<file path="src/rtl/dfx_pkg.sv">
// dfx_pkg: shared operation encoding for the fixed-point ALU.
// Assumes a 2-bit opcode field; every code is defined.
package dfx_pkg;

    typedef enum logic [1:0] {
        OP_MUL   = 2'd0,
        OP_ADD   = 2'd1,
        OP_SCALE = 2'd2,
        OP_RELU  = 2'd3
    } dfx_op_e;

endpackage

</file>
<file path="src/rtl/dfx_mul.sv">
// dfx_mul: forms the exact signed product of two operands and the left-shift
// amount that moves it from (fa+fb) fraction bits to fo fraction bits.
// Assumes EXT_W holds the product plus the largest left move (MAX_FRAC bits).
module dfx_mul #(
    parameter int DATA_W = 8,
    parameter int FRAC_W = 3,
    parameter int EXT_W  = 31,
    parameter int SH_W   = 5
) (
    input  logic [DATA_W-1:0]        a,
    input  logic [DATA_W-1:0]        b,
    input  logic [FRAC_W-1:0]        fa,
    input  logic [FRAC_W-1:0]        fb,
    input  logic [FRAC_W-1:0]        fo,
    output logic signed [EXT_W-1:0]  val,
    output logic signed [SH_W-1:0]   sh
);
    localparam int PROD_W = 2 * DATA_W;

    logic signed [PROD_W-1:0] prod;
    logic signed [SH_W-1:0]   fa_x, fb_x, fo_x;

    // Full-width signed product; its fraction count is fa+fb.
    always_comb begin
        prod = $signed(a) * $signed(b);
        val  = {{(EXT_W-PROD_W){prod[PROD_W-1]}}, prod};
    end

    // Left-shift amount: output fraction count minus product fraction count.
    always_comb begin
        fa_x = {{(SH_W-FRAC_W){1'b0}}, fa};
        fb_x = {{(SH_W-FRAC_W){1'b0}}, fb};
        fo_x = {{(SH_W-FRAC_W){1'b0}}, fo};
        sh   = fo_x - fa_x - fb_x;
    end
endmodule

</file>
<file path="src/rtl/dfx_add.sv">
// dfx_add: aligns both operands to the larger fraction count, adds them
// exactly, and reports the shift that moves the sum to fo fraction bits.
// Assumes EXT_W exceeds DATA_W + MAX_FRAC + 1 so the aligned sum cannot wrap.
module dfx_add #(
    parameter int DATA_W = 8,
    parameter int FRAC_W = 3,
    parameter int EXT_W  = 31,
    parameter int SH_W   = 5
) (
    input  logic [DATA_W-1:0]        a,
    input  logic [DATA_W-1:0]        b,
    input  logic [FRAC_W-1:0]        fa,
    input  logic [FRAC_W-1:0]        fb,
    input  logic [FRAC_W-1:0]        fo,
    output logic signed [EXT_W-1:0]  val,
    output logic signed [SH_W-1:0]   sh
);
    logic [FRAC_W-1:0]        f_max;
    logic [FRAC_W-1:0]        up_a, up_b;
    logic signed [EXT_W-1:0]  a_ext, b_ext;
    logic signed [SH_W-1:0]   fm_x, fo_x;

    // Pick the common fraction count and how far each operand must climb.
    always_comb begin
        f_max = (fa > fb) ? fa : fb;
        up_a  = f_max - fa;
        up_b  = f_max - fb;
    end

    // Sign-extend, align and sum both operands without loss.
    always_comb begin
        a_ext = {{(EXT_W-DATA_W){a[DATA_W-1]}}, a};
        b_ext = {{(EXT_W-DATA_W){b[DATA_W-1]}}, b};
        val   = (a_ext <<< up_a) + (b_ext <<< up_b);
    end

    // Left-shift amount from the common format to the output format.
    always_comb begin
        fm_x = {{(SH_W-FRAC_W){1'b0}}, f_max};
        fo_x = {{(SH_W-FRAC_W){1'b0}}, fo};
        sh   = fo_x - fm_x;
    end
endmodule

</file>
<file path="src/rtl/dfx_scale.sv">
// dfx_scale: single-operand path for power-of-two scaling and ReLU.
// Scaling by 2^n is folded into the shift amount instead of moving data twice.
// Assumes the count is a (FRAC_W+1)-bit two's-complement field.
module dfx_scale #(
    parameter int DATA_W = 8,
    parameter int FRAC_W = 3,
    parameter int EXT_W  = 31,
    parameter int SH_W   = 5
) (
    input  logic [DATA_W-1:0]        a,
    input  logic [FRAC_W:0]          count,
    input  logic [FRAC_W-1:0]        fa,
    input  logic [FRAC_W-1:0]        fo,
    input  logic                     relu_en,
    output logic signed [EXT_W-1:0]  val,
    output logic signed [SH_W-1:0]   sh
);
    logic signed [SH_W-1:0] fa_x, fo_x, cnt_x;

    // Operand value: clamped to zero when rectifying a negative input.
    always_comb begin
        if (relu_en && a[DATA_W-1]) begin
            val = '0;
        end else begin
            val = {{(EXT_W-DATA_W){a[DATA_W-1]}}, a};
        end
    end

    // Shift amount: format change plus the scaling count (count ignored for ReLU).
    always_comb begin
        fa_x  = {{(SH_W-FRAC_W){1'b0}}, fa};
        fo_x  = {{(SH_W-FRAC_W){1'b0}}, fo};
        cnt_x = relu_en ? '0 : {{(SH_W-FRAC_W-1){count[FRAC_W]}}, count};
        sh    = fo_x - fa_x + cnt_x;
    end
endmodule

</file>
<file path="src/rtl/dfx_realign.sv">
// dfx_realign: moves an exact intermediate value by a signed left-shift amount
// (negative = right, truncating toward minus infinity) and clamps it to DATA_W
// signed bits, flagging any clamp.
// Assumes |sh| never pushes significant bits out of EXT_W.
module dfx_realign #(
    parameter int DATA_W = 8,
    parameter int EXT_W  = 31,
    parameter int SH_W   = 5
) (
    input  logic signed [EXT_W-1:0] val,
    input  logic signed [SH_W-1:0]  sh,
    output logic [DATA_W-1:0]       res,
    output logic                    sat
);
    localparam logic signed [EXT_W-1:0] LIM_HI =
        {{(EXT_W-DATA_W+1){1'b0}}, {(DATA_W-1){1'b1}}};
    localparam logic signed [EXT_W-1:0] LIM_LO =
        {{(EXT_W-DATA_W+1){1'b1}}, {(DATA_W-1){1'b0}}};

    logic [SH_W-1:0]          amt;
    logic signed [EXT_W-1:0]  moved;
    logic                     over_hi, over_lo;

    // Shift magnitude and direction; arithmetic right shift floors.
    always_comb begin
        amt   = sh[SH_W-1] ? $unsigned(-sh) : $unsigned(sh);
        moved = sh[SH_W-1] ? (val >>> amt) : (val <<< amt);
    end

    // Range test and clamp to the signed output range.
    always_comb begin
        over_hi = moved > LIM_HI;
        over_lo = moved < LIM_LO;
        sat     = over_hi || over_lo;
        if (over_hi) begin
            res = {1'b0, {(DATA_W-1){1'b1}}};
        end else if (over_lo) begin
            res = {1'b1, {(DATA_W-1){1'b0}}};
        end else begin
            res = moved[DATA_W-1:0];
        end
    end
endmodule

</file>
<file path="src/rtl/dfx_alu.sv">
// dfx_alu: fixed-point ALU whose operands and result each carry their own
// fraction-bit count. Three arithmetic paths feed one shared realign/clamp
// stage; the clamped result and flag are registered once.
// Assumes inputs are stable around the rising edge; every code is legal.
module dfx_alu #(
    parameter int DATA_W = 8,
    parameter int FRAC_W = 3
) (
    input  logic              clk,
    input  logic              rst_n,
    input  logic [1:0]        opcode,
    input  logic [DATA_W-1:0] op_a,
    input  logic [FRAC_W-1:0] frac_a,
    input  logic [DATA_W-1:0] op_b,
    input  logic [FRAC_W-1:0] frac_b,
    input  logic [FRAC_W-1:0] frac_out,
    output logic [DATA_W-1:0] res,
    output logic              sat
);
    import dfx_pkg::*;

    localparam int MAX_FRAC = (1 << FRAC_W) - 1;
    localparam int EXT_W    = 2 * DATA_W + 2 * MAX_FRAC + 1;
    localparam int SH_W     = FRAC_W + 2;

    dfx_op_e                 op;
    logic signed [EXT_W-1:0] mul_v, add_v, scl_v, sel_v;
    logic signed [SH_W-1:0]  mul_s, add_s, scl_s, sel_s;
    logic [DATA_W-1:0]       res_d;
    logic                    sat_d;

    assign op = dfx_op_e'(opcode);

    dfx_mul #(.DATA_W(DATA_W), .FRAC_W(FRAC_W), .EXT_W(EXT_W), .SH_W(SH_W)) u_mul (
        .a(op_a), .b(op_b), .fa(frac_a), .fb(frac_b), .fo(frac_out),
        .val(mul_v), .sh(mul_s)
    );

    dfx_add #(.DATA_W(DATA_W), .FRAC_W(FRAC_W), .EXT_W(EXT_W), .SH_W(SH_W)) u_add (
        .a(op_a), .b(op_b), .fa(frac_a), .fb(frac_b), .fo(frac_out),
        .val(add_v), .sh(add_s)
    );

    dfx_scale #(.DATA_W(DATA_W), .FRAC_W(FRAC_W), .EXT_W(EXT_W), .SH_W(SH_W)) u_scale (
        .a(op_a), .count(op_b[FRAC_W:0]), .fa(frac_a), .fo(frac_out),
        .relu_en(op == OP_RELU), .val(scl_v), .sh(scl_s)
    );

    // Route the selected path into the shared realign stage.
    always_comb begin
        unique case (op)
            OP_MUL:  begin sel_v = mul_v; sel_s = mul_s; end
            OP_ADD:  begin sel_v = add_v; sel_s = add_s; end
            default: begin sel_v = scl_v; sel_s = scl_s; end
        endcase
    end

    dfx_realign #(.DATA_W(DATA_W), .EXT_W(EXT_W), .SH_W(SH_W)) u_realign (
        .val(sel_v), .sh(sel_s), .res(res_d), .sat(sat_d)
    );

    // Output register with synchronous active-low clear.
    always_ff @(posedge clk) begin
        if (!rst_n) begin
            res <= '0;
            sat <= 1'b0;
        end else begin
            res <= res_d;
            sat <= sat_d;
        end
    end

    // Reset clears both outputs at the next edge.
    assert_reset_clear_R8: assert property (@(posedge clk)
        !rst_n |=> (res == '0 && !sat));

    // A clamp flag only accompanies one of the two limit codes.
    assert_sat_limits_R6: assert property (@(posedge clk) disable iff (!rst_n)
        sat |-> (res == {1'b0, {(DATA_W-1){1'b1}}} || res == {1'b1, {(DATA_W-1){1'b0}}}));

    // Rectified results are never negative.
    assert_relu_nonneg_R4: assert property (@(posedge clk) disable iff (!rst_n)
        (opcode == 2'd3) |=> !res[DATA_W-1]);

    // Multiplying by zero yields zero with no clamp.
    assert_mul_zero_R1: assert property (@(posedge clk) disable iff (!rst_n)
        (opcode == 2'd0 && op_b == '0) |=> (res == '0 && !sat));

    // Adding zero in the operand's own format returns the operand unchanged.
    assert_add_identity_R2: assert property (@(posedge clk) disable iff (!rst_n)
        (opcode == 2'd1 && op_b == '0 && frac_out == frac_a) |=> (res == $past(op_a) && !sat));

    // Scaling by 2^0 in the same format returns the operand unchanged.
    assert_scale_unit_R3: assert property (@(posedge clk) disable iff (!rst_n)
        (opcode == 2'd2 && op_b[FRAC_W:0] == '0 && frac_out == frac_a) |=> (res == $past(op_a) && !sat));
endmodule

</file>
<file path="config.mk">
export PLATFORM = sky130hd
export DESIGN_NAME = dfx_alu
export DESIGN_NICKNAME = d
export VERILOG_FILES = /design/src/rtl/dfx_pkg.sv /design/src/rtl/dfx_mul.sv /design/src/rtl/dfx_add.sv /design/src/rtl/dfx_scale.sv /design/src/rtl/dfx_realign.sv /design/src/rtl/dfx_alu.sv
export SDC_FILE = /design/constraint.sdc
export NUM_CORES = 1
export LEC_CHECK = 0
export ABC_CLOCK_PERIOD_IN_PS = 12200
export BUFFER_PORTS_ARGS = -buffer_cell sky130_fd_sc_hd__buf_4
export CORE_UTILIZATION = 60
export CTS_BUF_LIST = sky130_fd_sc_hd__clkbuf_16
export DETAILED_ROUTE_END_ITERATION = 10
export PLACE_DENSITY = 0.84
export SYNTH_ARGS = -nofsm -noshare
export SYNTH_HDL_FRONTEND = slang
export SYNTH_SLANG_ARGS = --single-unit
</file>
<file path="constraint.sdc">
create_clock -name clk -period 12.2 [get_ports clk]
set_clock_uncertainty 0.15 [all_clocks]
set_input_delay 2.44 -clock clk [delete_from_list [all_inputs] [get_ports clk]]
set_output_delay 2.44 -clock clk [all_outputs]
set_load 0.1 [all_outputs]
</file>
---- Word-level counts from Yosys, hierarchy flattened ----
Index checks and enable logic that the tools add are counted.
storage, ports and cells
  latch bits .............................. 0
  memories ................................ 0
  output and inout port bits .............. 9
  register bits after elaboration ......... 9
  word-level logic and storage cells ...... 35
  bits in writable memories ............... 0
  memory bits (read-only) ................. 0
operators by class
  bitwise logic cells ..................... 1
  divide/modulo/power cells ............... 0
  $mul .................................... 1
  equality and inequality tests ........... 2
  shift operators ......................... 4
  add/sub/neg operators ................... 8
  order comparisons ....................... 3
  multiplexer cells ....................... 9
  reduce and logical (&&, ||, !) cells .... 4
operators with widths
  kind                                                          number
  two-way mux 31 bit                                            2
  one-hot mux 31 bit (2 select lines)                           1
  <<< shifter 8 x 3 -> 31 bit                                   2
  adder 31 bit                                                  1
  > comparator 31 x 8 -> 1 bit (second input constant)          1
  less-than comparator 31 x 8 -> 1 bit (second input constant)  1
  <<< shifter 31 x 5 -> 31 bit                                  1
  >>> shifter 31 x 5 -> 31 bit                                  1
  multiplier 8 x 8 -> 16 bit                                    1
  two-way mux 5 bit                                             2
  one-hot mux 5 bit (2 select lines)                            1
  two-way mux 8 bit                                             1
  subtractor 3 x 3 -> 4 bit                                     2
  two-way mux 7 bit                                             1
  subtractor 3 bit                                              2
  adder 5 bit                                                   1
  negator 5 bit                                                 1
  subtractor 5 x 4 -> 5 bit                                     1
  > comparator 3 bit                                            1
  two-way mux 3 bit                                             1
  equality test 2 x 1 -> 1 bit (second input constant)          1
  equality test 2 bit (second input constant)                   1
  zero test 2 bit                                               1
  OR reduction 2 bit                                            1
  other kinds (3)                                               3

---- Logic depth before layout (Yosys ltp) ----
Gate-level depths: netlist of run 1.
  word-level depth ........................ 11
  depth in mapped cells ................... 35

---- Hierarchy ----
Synthesis of run 1 repeated with hierarchy kept, for this count alone.
unflattened totals
  cell total of the unflattened synthesis .. 1,253
  area total of the unflattened synthesis .. 10,166.0 um^2
by module, submodules not included
  module       area an instance (um^2)  instances  sequential area each (um^2)  cells each
  dfx_realign  3,872.5                  1          0.0                          481
  dfx_mul      2,862.7                  1          0.0                          331
  dfx_add      1,905.6                  1          0.0                          235
  dfx_alu      1,029.7                  1          180.2                        139
  dfx_scale    495.5                    1          0.0                          67

---- Least setup slack after synthesis of run 1 ----
OpenSTA, ideal clock, no wires.
  path type ............................... input port to flip-flop
  from .................................... input frac_b[1]
  to ...................................... register res[2]
  cell stages on the path ................. 31
  buffers on the path ..................... 3
  library setup time ...................... 101 ps
  arrival ................................. 9,048 ps
  slack ................................... 2,901 ps
  path through ............................ inv_1 > ha_1 > a21o_1 > a21oi_1 > a31oi_1 > o21ai_0 > inv_1 > fa_1 > buf_1 > mux2_2 > a21oi_1 > mux2i_1 > ha_1 > buf_6 > nor3_1 > nor4_1 > a211o_1 > a21oi_1 > o21bai_1 > fa_1 > nor2_1 > nor2_1 > a21boi_2 > a21oi_1 > clkbuf_1 > nand2_1 > o211ai_1 > o2111ai_1 > nor4_4 > a21oi_2 > o41ai_1
between the ends
  cells in the longest elaborated chain, start to end .. 11
  elaborated cells on any way between the ends .. 20
  classes of those cells .................. add/sub (6); order compare (3); shift (4); mux (7)
RTL lines
  element                                                                                   RTL line                          text
  start, declared                                                                           dfx_alu.sv:15                     input logic [FRAC_W-1:0] frac_b,
  > comparator 3 bit                                                                        dfx_add.sv:25                     f_max = (fa > fb) ? fa : fb;
  two-way mux 3 bit                                                                         dfx_add.sv:25
  subtractor 3 bit (tied with other cells)                                                  dfx_add.sv:26                     up_a = f_max - fa;
  <<< shifter 8 x 3 -> 31 bit / one-hot mux 5 bit (2 select lines) (equally long branches)  dfx_add.sv:34, dfx_alu.sv:51
  adder 31 bit / negator 5 bit (equally long branches)                                      dfx_add.sv:34, dfx_realign.sv:26
  one-hot mux 31 bit (2 select lines) / two-way mux 5 bit (equally long branches)           dfx_alu.sv:51, dfx_realign.sv:26
  <<< shifter 31 x 5 -> 31 bit / >>> shifter 31 x 5 -> 31 bit (equally long branches)       dfx_realign.sv:27                 moved = sh[SH_W-1] ? (val >>> amt) : (val <<< amt);
  two-way mux 31 bit *                                                                      dfx_realign.sv:27
  less-than comparator 31 x 8 -> 1 bit                                                      dfx_realign.sv:33                 over_lo = moved < LIM_LO;
  two-way mux 8 bit                                                                         dfx_realign.sv:37                 end else if (over_lo) begin
  two-way mux 7 bit *                                                                       dfx_realign.sv:35                 if (over_hi) begin
  end signal, assigned                                                                      dfx_alu.sv:68                     res <= res_d;
  end, declared                                                                             dfx_alu.sv:17                     output logic [DATA_W-1:0] res,
Every way passes the cells marked *; elsewhere a longest branch is shown, timed or not.
A chain may end at the register's enable or synchronous reset.

---- Final worst setup path of run 1 ----
Ends and elaborated chain as after synthesis.

==> flow_summary.ini, run 1 <==
[outcome]
status = complete, no violations

[global_routing]
busiest_layer = met2
gr-usage-all-layers_pct = 42.6
antenna_found_initial = 0
grt.met1_usage_pct = 57.6
met3_usage_pct = 13.6
grt_max_degree = 39
grt_pass1_wl_mm = 50.8
grtUsageMet2_pct = 64.5
grt_overflow_total = 0
grt_pass1_vias = 9573

[yosys]
async_flop_share_pct = 0
synth-edff-count = 0
synth_common_cells = nand2_1 (122), inv_1 (88), nor2_1 (86)
ys_types = 98
ys_top_cells_by_area = fa_1 (14%), ha_1 (8.7%), nand2_1 (5.1%)
yosys_register_bits = 9
synth_fp_nets = 1392
ys_warn_count = 0
synth_top_area_share_pct = 13.9
yosysTopAreaCell = fa_1
syn_avg_cell_area_um2 = 7.23
synthCells = 1239
yosysMostFrequentCell = nand2_1
netlist_area_mm2 = 0.00896
ys.flop_type = dfxtp_1
yosysSeqAreaShare_pct = 2.01

[placement]
dp_hpwl_mm = 25.6
port_buffers = 37
gp_congestion = 1.04
dp_slack_ps = 1710

[power]
p_leak_nw = 4.04
vdd_ir_drop_max_mv = 0.228
intPower_mw = 0.932
p_switching_mw = 1.76
powerDensity_mw_per_mm2 = 289
pwr-share-clk_pct = 2.1
swShare_pct = 65.3
p_comb_share_pct = 96.1
seqPwrFrac_pct = 1.7

[critical_path]
crit_family = compound AO/OA/AOI/OAI gates
end_kind = flip-flop
critPathSlowestCell = fa_1
required_ps = 12180
cp_data_arrival_time_ps = 10400
max_stage_delay_ps = 800
worst_path_most_repeated_cell = a21oi_1
crit_path_max_fanout = 12
cp-start-kind = input pin
worst-path-buf-inv = 3
worst-setup-path-type = input pin to flip-flop

[hold_path]
hold_path_class = input pin to flip-flop

[sta]
fin_tns_setup_ps = 0
setup_ws_ps = 1780
tightestPinTransition_ps = 1230
drv_slew = 0
fin_crit_ps = 10420
setup_violations = 0
finalHoldViolCount = 0
rsz0062_at_grt = no
fmax_mhz = 96.0
slew_headroom_pct = 17.8
period_share_pct = 85.4

[clock_tree]
ctsHoldBuffers = 0
clk_pin_slew_worst_paths_ps = 40
htree_levels = 1
cts_resized = 0
clock_path_buffers = 2
cts_tree = done
cts-buffers-inserted = 3
postCtsSetupRepairBufs = 0
clock_sinks = 9
cts_root_buffer = clkbuf_16

[die]
core_area_mm2 = 0.0145
fp.dieArea_mm2 = 0.0154
rows = 44
io_pins = 38
die_y_um = 124
die_w_um = 124
start_util_pct = 61.6

[drt]
first_pass_iters = 7
antenna_left = 0
drt_iter0_drc = 1804
route.detailed.drc = 0
routed_wl_mm = 32.4
wl_per_cell_um = 23.3
via_count = 10300
routed_via_density = 7.35

[final_layout]
area_delta_synth_final_pct = 3.87
drive_gt1_share_pct = 9.58
multi_input_area_mm2 = 0.00809
nets = 1365
seqCellArea_um2 = 180
antenna_cells = 0
final_util_pct = 64.0
fill_cells = 1325

[flow_run]
drv_cap = 0
==> power by group through the flow <==
stage          Clock [mW]  Combinational [mW]  Sequential [mW]
2_1_floorplan           0                1.76            0.139
3_3_place_gp            0                2.43           0.0474
3_5_place_dp            0                2.45           0.0477
4_1_cts            0.0584                2.46           0.0472
5_1_grt            0.0604                2.74           0.0482
6_report           0.0577                2.58           0.0470
==> flip-flops by register name, indices dropped and copies added (netlist names) <==
signal,flops
res,8
sat,1
==> path summary, 6_finish.rpt <==
check	startpoint	end	slack [ps]	cells after the start
worst min-delay path	rst_n	res[4]	2340	3
worst max-delay path	frac_b[1]	res[2]	1780	29
==> cell type report <==
cell class | instances | share of cell area, %
timing repair buffer | 51 | 4.12
tap | 184 | 2.47
multi-input combinational | 1055 | 86.9
sequential | 9 | 1.94
clock buffer | 3 | 0.807
clock inverter | 1 | 0.0403
inverter | 92 | 3.71
==> placed cells by master, fill, tap and decap left out, types with 8 or more instances in the layout <==
master	instances
o221ai_1	10
nand2_1	122
nand4_1	14
a211o_1	10
a21oi_1	78
a211oi_1	36
a2111oi_0	10
and2_1	46
dfxtp_1	9
nor4_1	10
o211ai_1	30
nor3_1	44
ha_1	62
xnor2_1	13
a21o_1	17
a31oi_1	21
mux2i_1	39
and3_1	10
buf_4	51
o31ai_1	14
o22ai_1	8
a22oi_1	13
o21ai_0	68
nand2b_1	9
nor2_1	86
xor2_1	12
inv_1	89
nand3_1	42
fa_1	62
mux2_2	17
==> stage by stage <==
| step | total power, mW | std cells | cell area [um2] | hold WS [ps] |
|---|---|---|---|---|
| 2_1_floorplan | 1.90 | 1239 | 8960 | 2440 |
| 3_3_place_gp | 2.48 | 1391 | 9220 | 2580 |
| 3_5_place_dp | 2.50 | 1391 | 9220 | 2580 |
| 4_1_cts | 2.57 | 1395 | 9300 | 2330 |
| 5_1_grt | 2.84 | 1395 | 9300 | 2360 |
| 6_report | 2.69 | 1395 | 9300 | 2340 |
==> tightest hold or removal path, stage by stage <==
cell	delay, ps
buf_4	100
nand4_1	70
nand3_1	90
==> layer usage <==
metal	routed length, um	part of all wire, %	vias to the layer above
li1	-	-	4567
met1	12900	40	4807
met2	13700	42	765
met3	4870	15	120
met4	1040	3.2	0
met5	0	0	-
==> kinds of logic (layout without fill, tap and decap cells) <==
kind of cell    after synthesis  in the layout  share of synthesized area, %
flops                         9              9                          2.01
simple gates                423            423                          23.5
xor+xnor                     28             28                          3.24
buf+inv                     175            147                          7.80
compound gates              423            423                          34.2
fa+ha+maj                   124            124                          22.5
mux                          57             57                          6.75
Note: power is estimated with default switching activity, not from simulation.
==> run 2, diff against run 1 <==
--- a/config.mk
+++ b/config.mk
@@ -5,6 +5,7 @@
 export SDC_FILE = /design/constraint.sdc
 export NUM_CORES = 1
 export LEC_CHECK = 0
+export ABC_AREA = 1
 export ABC_CLOCK_PERIOD_IN_PS = 12200
 export BUFFER_PORTS_ARGS = -buffer_cell sky130_fd_sc_hd__buf_4
 export CORE_UTILIZATION = 60
==> run 2 against run 1 <==
  * Clock power shrank 2%
  * Critical path depth grew 8
  * Critical endpoint is now res[0]
  * Sequential power grew 2%
  * Fmax grew 15%
  * Global-route usage shrank 6.5 points
==> flow_summary.ini, run 2 <==
[final_layout]
fill_cells = 1322
fin_cells = 1620
multi_input_area_mm2 = 0.00670
drive_gt1_share_pct = 6.44
antenna_cells = 0
mostFrequentLayoutCells = nand2_1 (513), inv_1 (224), nand3_1 (190), nor2_1 (82), o21ai_0 (66)
fin_area_mm2 = 0.00840
area_delta_synth_final_pct = 3.85
mostFrequentLayoutCell = nand2_1
max_flop_register = res
seqCellArea_um2 = 180
final_util_pct = 63.7
top_regs = res x8, sat x1
nets = 1598
largest_reg_flops = 8

[die]
io_pins = 38
rows = 42
start_util_pct = 61.3
die_y_um = 118
die_w_um = 118
core_area_mm2 = 0.0132
fp.dieArea_mm2 = 0.0139

[yosys]
yosysSeqAreaShare_pct = 2.23
synth_top_area_share_pct = 23.8
ys_warn_count = 0
yosysMostFrequentCell = nand2_1
ys_types = 49
yosys_register_bits = 9
async_flop_share_pct = 0
yosysTopAreaCell = nand2_1
netlist_area_mm2 = 0.00809
syn_avg_cell_area_um2 = 5.56
ys_top_cells_by_area = nand2_1 (24%), fa_1 (15%), nand3_1 (12%)
synth-edff-count = 0
synthCells = 1453
synth_common_cells = nand2_1 (513), inv_1 (223), nand3_1 (190)
synth_fp_nets = 1606
ys.flop_type = dfxtp_1

[placement]
dp.cells = 1616
gp_congestion = 1.06
dp_slack_ps = 3070
dp_hpwl_mm = 20.5
port_buffers = 37
placed_area_mm2 = 0.00832

[global_routing]
grt_overflow_total = 0
grt_max_degree = 42
antenna_found_initial = 0
grt_pass1_vias = 8493
gr-usage-all-layers_pct = 36.1
grt_pass1_wl_mm = 41.0

[sta]
fin_crit_ps = 9030
period_share_pct = 74.0
fin_tns_setup_ps = 0
setup_ws_ps = 3170
tightestPinTransition_ps = 708
hold_ws_ps = 2340
drv_slew = 0
rsz0062_at_grt = no
slew_headroom_pct = 52.7
fmax_mhz = 111
finalHoldViolCount = 0
setup_violations = 0

[drt]
antenna_left = 0
first_pass_iters = 6
routed_via_density = 5.74
via_count = 9292
wl_per_cell_um = 15.3
routed_wl_mm = 24.7
drt_iter0_drc = 948
route.detailed.drc = 0

[critical_path]
required_ps = 12220
end_kind = flip-flop
critPathSlowestCell = fa_1
crit_path_max_fanout = 13
worst_path_most_repeated_cell = nand2_1
cp-start-kind = input pin
worst-setup-path-type = input pin to flip-flop
max_stage_delay_ps = 400
cp_data_arrival_time_ps = 9040

[outcome]
status = complete, no violations

[flow_run]
drv_cap = 0

[clock_tree]
ctsHoldBuffers = 0
clock_path_buffers = 2
cts_resized = 0
clock_sinks = 9
htree_levels = 1
postCtsSetupRepairBufs = 0
clk_pin_slew_worst_paths_ps = 40
cts-buffers-inserted = 3
cts_root_buffer = clkbuf_16
cts_tree = done

[power]
p_leak_nw = 4.92
vdd_ir_drop_max_mv = 0.107
powerDensity_mw_per_mm2 = 257
power_mw = 2.16

[hold_path]
hold_path_class = input pin to flip-flop
==> run 2: cell types whose count changed after synthesis, moves of 15 or more <==
cell	previous run	this run
nand2_1	122	513
nand3_1	42	190
inv_1	88	223
and2_1	46	2
nor3_1	44	3
mux2i_1	39	4
a211oi_1	36	2
a21oi_1	79	49
clkbuf_1	53	23
o211ai_1	30	8
mux2_2	17	0
a21o_1	17	2
a31oi_1	21	6
==> run 2: path summary, 6_finish.rpt <==
kind,from,endpoint,cells after the start
setup / recovery,frac_b[2],res[0],37
hold / removal,rst_n,res[7],3
==> run 2: cell families after synthesis <==
kind of cell             count (synthesis)  share of synthesized area (%)
flip-flops                               9                           2.23
buffers and inverters                  297                           14.9
adder cells (fa/ha/maj)                124                           24.9
AO/OA/AOI/OAI                          170                           12.0
multiplexers                             4                          0.495
XOR/XNOR                                 8                          0.960
AND/OR/NAND/NOR                        841                           44.4
==> run 2: where the power goes <==
| part | switching, mW | leakage [nW] | internal (mW) |
|---|---|---|---|
| Combinational | 1.41 | 4.80 | 0.642 |
| Clock | 0.0140 | 0.0423 | 0.0428 |
| Sequential | 0.00365 | 0.0753 | 0.0443 |
==> run 2: final cells by class <==
| type | count | share of cell area, % |
|---|---|---|
| clock buffers | 3 | 0.894 |
| flip-flops and latches | 9 | 2.15 |
| multi-input cells | 1147 | 79.8 |
| inverters | 243 | 10.9 |
| clock inverters | 1 | 0.0447 |
| repair buffers | 41 | 3.67 |
| well taps | 176 | 2.62 |
==> run 2: worst max-delay path, delay by kind of cell <==
kind / cells / cell delay, ps
AOI/OAI and AO/OA: 7 / 1390
adders and majority gates: 5 / 1630
buffers and inverters: 7 / 780
and+or+nand+nor: 18 / 2780
==> run 2: layer usage <==
metal / vias up / wire (um) / GRT usage (%)
met5: - / 0 / 0
met4: 0 / 1220 / 17.8
met3: 89 / 1770 / 2.37
met2: 480 / 11400 / 60.0
met1: 4148 / 10300 / 47.4
li1: 4575 / - / -
==> run 3, diff against run 2 <==
--- a/config.mk
+++ b/config.mk
@@ -6,12 +6,12 @@
 export NUM_CORES = 1
 export LEC_CHECK = 0
 export ABC_AREA = 1
-export ABC_CLOCK_PERIOD_IN_PS = 12200
+export ABC_CLOCK_PERIOD_IN_PS = 8100
 export BUFFER_PORTS_ARGS = -buffer_cell sky130_fd_sc_hd__buf_4
-export CORE_UTILIZATION = 60
+export CORE_UTILIZATION = 59
 export CTS_BUF_LIST = sky130_fd_sc_hd__clkbuf_16
 export DETAILED_ROUTE_END_ITERATION = 10
-export PLACE_DENSITY = 0.84
+export PLACE_DENSITY = 0.86
 export SYNTH_ARGS = -nofsm -noshare
 export SYNTH_HDL_FRONTEND = slang
 export SYNTH_SLANG_ARGS = --single-unit
==> constraint.sdc (replaced) <==
create_clock -name clk -period 8.1 [get_ports clk]
set_clock_uncertainty 0.15 [all_clocks]
set_input_delay 1.62 -clock clk [delete_from_list [all_inputs] [get_ports clk]]
set_output_delay 1.62 -clock clk [all_outputs]
set_load 0.1 [all_outputs]
==> run 3 against run 2 <==
  * Hold slack got worse by 830 ps
  * Die area rose by 1.7%
  * Cell count rose by 0.49%
  * Total power rose by 51%
  * Setup slack got worse by 2600 ps
  * Via count rose by 1.2%
  * Non-clock buffer count rose by 8
  * First-iteration DRC count rose by 7.9%
  * Sequential share of layout area barely moved
  * Routed wire length fell by 0.19%
  * Design area rose by 0.95%
  * Critical path depth fell by 8
  * Largest power group unchanged
==> flow_summary.ini, run 3 (synthesis gave the netlist of run 2 again) <==
[drt]
routed_wl_mm = 24.7
route.detailed.drc = 0
first_pass_iters = 6
antenna_left = 0
drt_iter0_drc = 1023
via_count = 9400
routed_via_density = 5.77
wl_per_cell_um = 15.1

[sta]
rsz0062_at_grt = no
fin_tns_setup_ps = 0
drv_slew = 0
setup_violations = 0
tightestPinTransition_ps = 1160
finalHoldViolCount = 0
fmax_mhz = 134
fin_crit_ps = 7480
period_share_pct = 92.4
slew_headroom_pct = 22.6

[power]
power_mw = 3.27
vdd_ir_drop_max_mv = 0.147
powerDensity_mw_per_mm2 = 386
p_leak_nw = 4.97

[global_routing]
grt_pass1_vias = 8810
grt_overflow_total = 0
grt_pass1_wl_mm = 41.2
antenna_found_initial = 0
gr-usage-all-layers_pct = 35.8
grt_max_degree = 42

[critical_path]
cp-start-kind = input pin
required_ps = 8080
end_kind = flip-flop
critPathSlowestCell = fa_1
max_stage_delay_ps = 640
worst_path_most_repeated_cell = nand2_1
cp_data_arrival_time_ps = 7460
worst-setup-path-type = input pin to flip-flop
crit_path_max_fanout = 12

[final_layout]
seqCellArea_um2 = 180
drive_gt1_share_pct = 7.44
top_regs = res x8, sat x1
fill_cells = 1351
largest_reg_flops = 8
fin_cells = 1628
area_delta_synth_final_pct = 4.84
nets = 1606
antenna_cells = 0
mostFrequentLayoutCell = nand2_1
max_flop_register = res
multi_input_area_mm2 = 0.00671
mostFrequentLayoutCells = nand2_1 (511), inv_1 (224), nand3_1 (189), nor2_1 (82)

[die]
start_util_pct = 60.8
fp.dieArea_mm2 = 0.0142
die_y_um = 119
rows = 42
die_w_um = 119
core_area_mm2 = 0.0133
io_pins = 38

[clock_tree]
clk_pin_slew_worst_paths_ps = 40
cts-buffers-inserted = 3
clock_path_buffers = 2
cts_tree = done
htree_levels = 1
clock_sinks = 9
ctsHoldBuffers = 0
cts_root_buffer = clkbuf_16

[placement]
dp_hpwl_mm = 20.3
gp_congestion = 1.00
port_buffers = 37
dp.cells = 1623

[hold_path]
whs_path_depth = 3
min_from = rst_n
hold_path_class = input pin to flip-flop
whs_endpoint = res[7]

[flow_run]
drv_cap = 0

[outcome]
status = complete, no violations
## run 3: changes by cell type in the layout (fill, tap and decap cells not counted), moves of 2 or more
cell and change:
clkinv_1 -2, o21ai_1 +4, o21ai_0 -4, nand2_1 -2
nand2_2 +2, buf_4 +8
## run 3: worst max path at each step
stage	start	to	slack [ps]	cells after the start
detailed placement	frac_b[2]	res[0]	-50	38
CTS	frac_b[2]	res[0]	160	38
floorplan	frac_b[2]	res[1]	980	41
global route	frac_b[2]	res[0]	20	39
finish	op_b[3]	res[3]	620	29
global placement	frac_b[2]	res[1]	10	37
## run 3: power breakdown
part | internal, mW | leakage, nW | total [mW] | switching (mW)
registers | 0.0667 | 0.0753 | 0.0717 | 0.00503
clock network | 0.0645 | 0.0423 | 0.0870 | 0.0224
logic | 0.984 | 4.85 | 3.11 | 2.13
## run 3: repair_timing
action	in CTS	in global routing
setup buffers	0	1
setup endpoints to repair	0	9
resized for setup	0	11
## run 3: metrics by stage
stage / setup slack [ps] / cell area (um2) / utilization [%] / hold WS [ps]
detailed placement: -53.1 / 8370 / 63.0 / 1770
finish: 620 / 8480 / 63.8 / 1520
floorplan: 977 / 8090 / - / 1760
CTS: 164 / 8450 / 63.6 / 1520
global route: 22.1 / 8480 / 63.8 / 1530
global placement: 14.8 / 8370 / 63.0 / 1760
## run 3: metal layers
metal | wire (um) | track usage [%] | vias to the layer above | part of all wire (%)
met2 | 10800 | 56.2 | 512 | 44
met3 | 2830 | 7.57 | 82 | 11
li1 | - | - | 4594 | -
met5 | 0 | 0 | - | 0
met1 | 10100 | 47.1 | 4212 | 41
met4 | 956 | 15.6 | 0 | 3.9
## run 3: worst max-delay path: cells and delay by family
family	cells	cell delay (ps)
buf+inv	4	470
compound gates	2	450
simple gates	18	2350
fa+ha+maj	5	2550
## run 3: area by class of cell
| cell class | count | share of cell area [%] |
|---|---|---|
| Sequential cell | 9 | 2.13 |
| Tap cell | 176 | 2.60 |
| Clock inverter | 1 | 0.0443 |
| Clock buffer | 3 | 0.886 |
| Multi-Input combinational cell | 1147 | 79.2 |
| Timing Repair Buffer | 49 | 4.34 |
| Inverter | 243 | 10.8 |
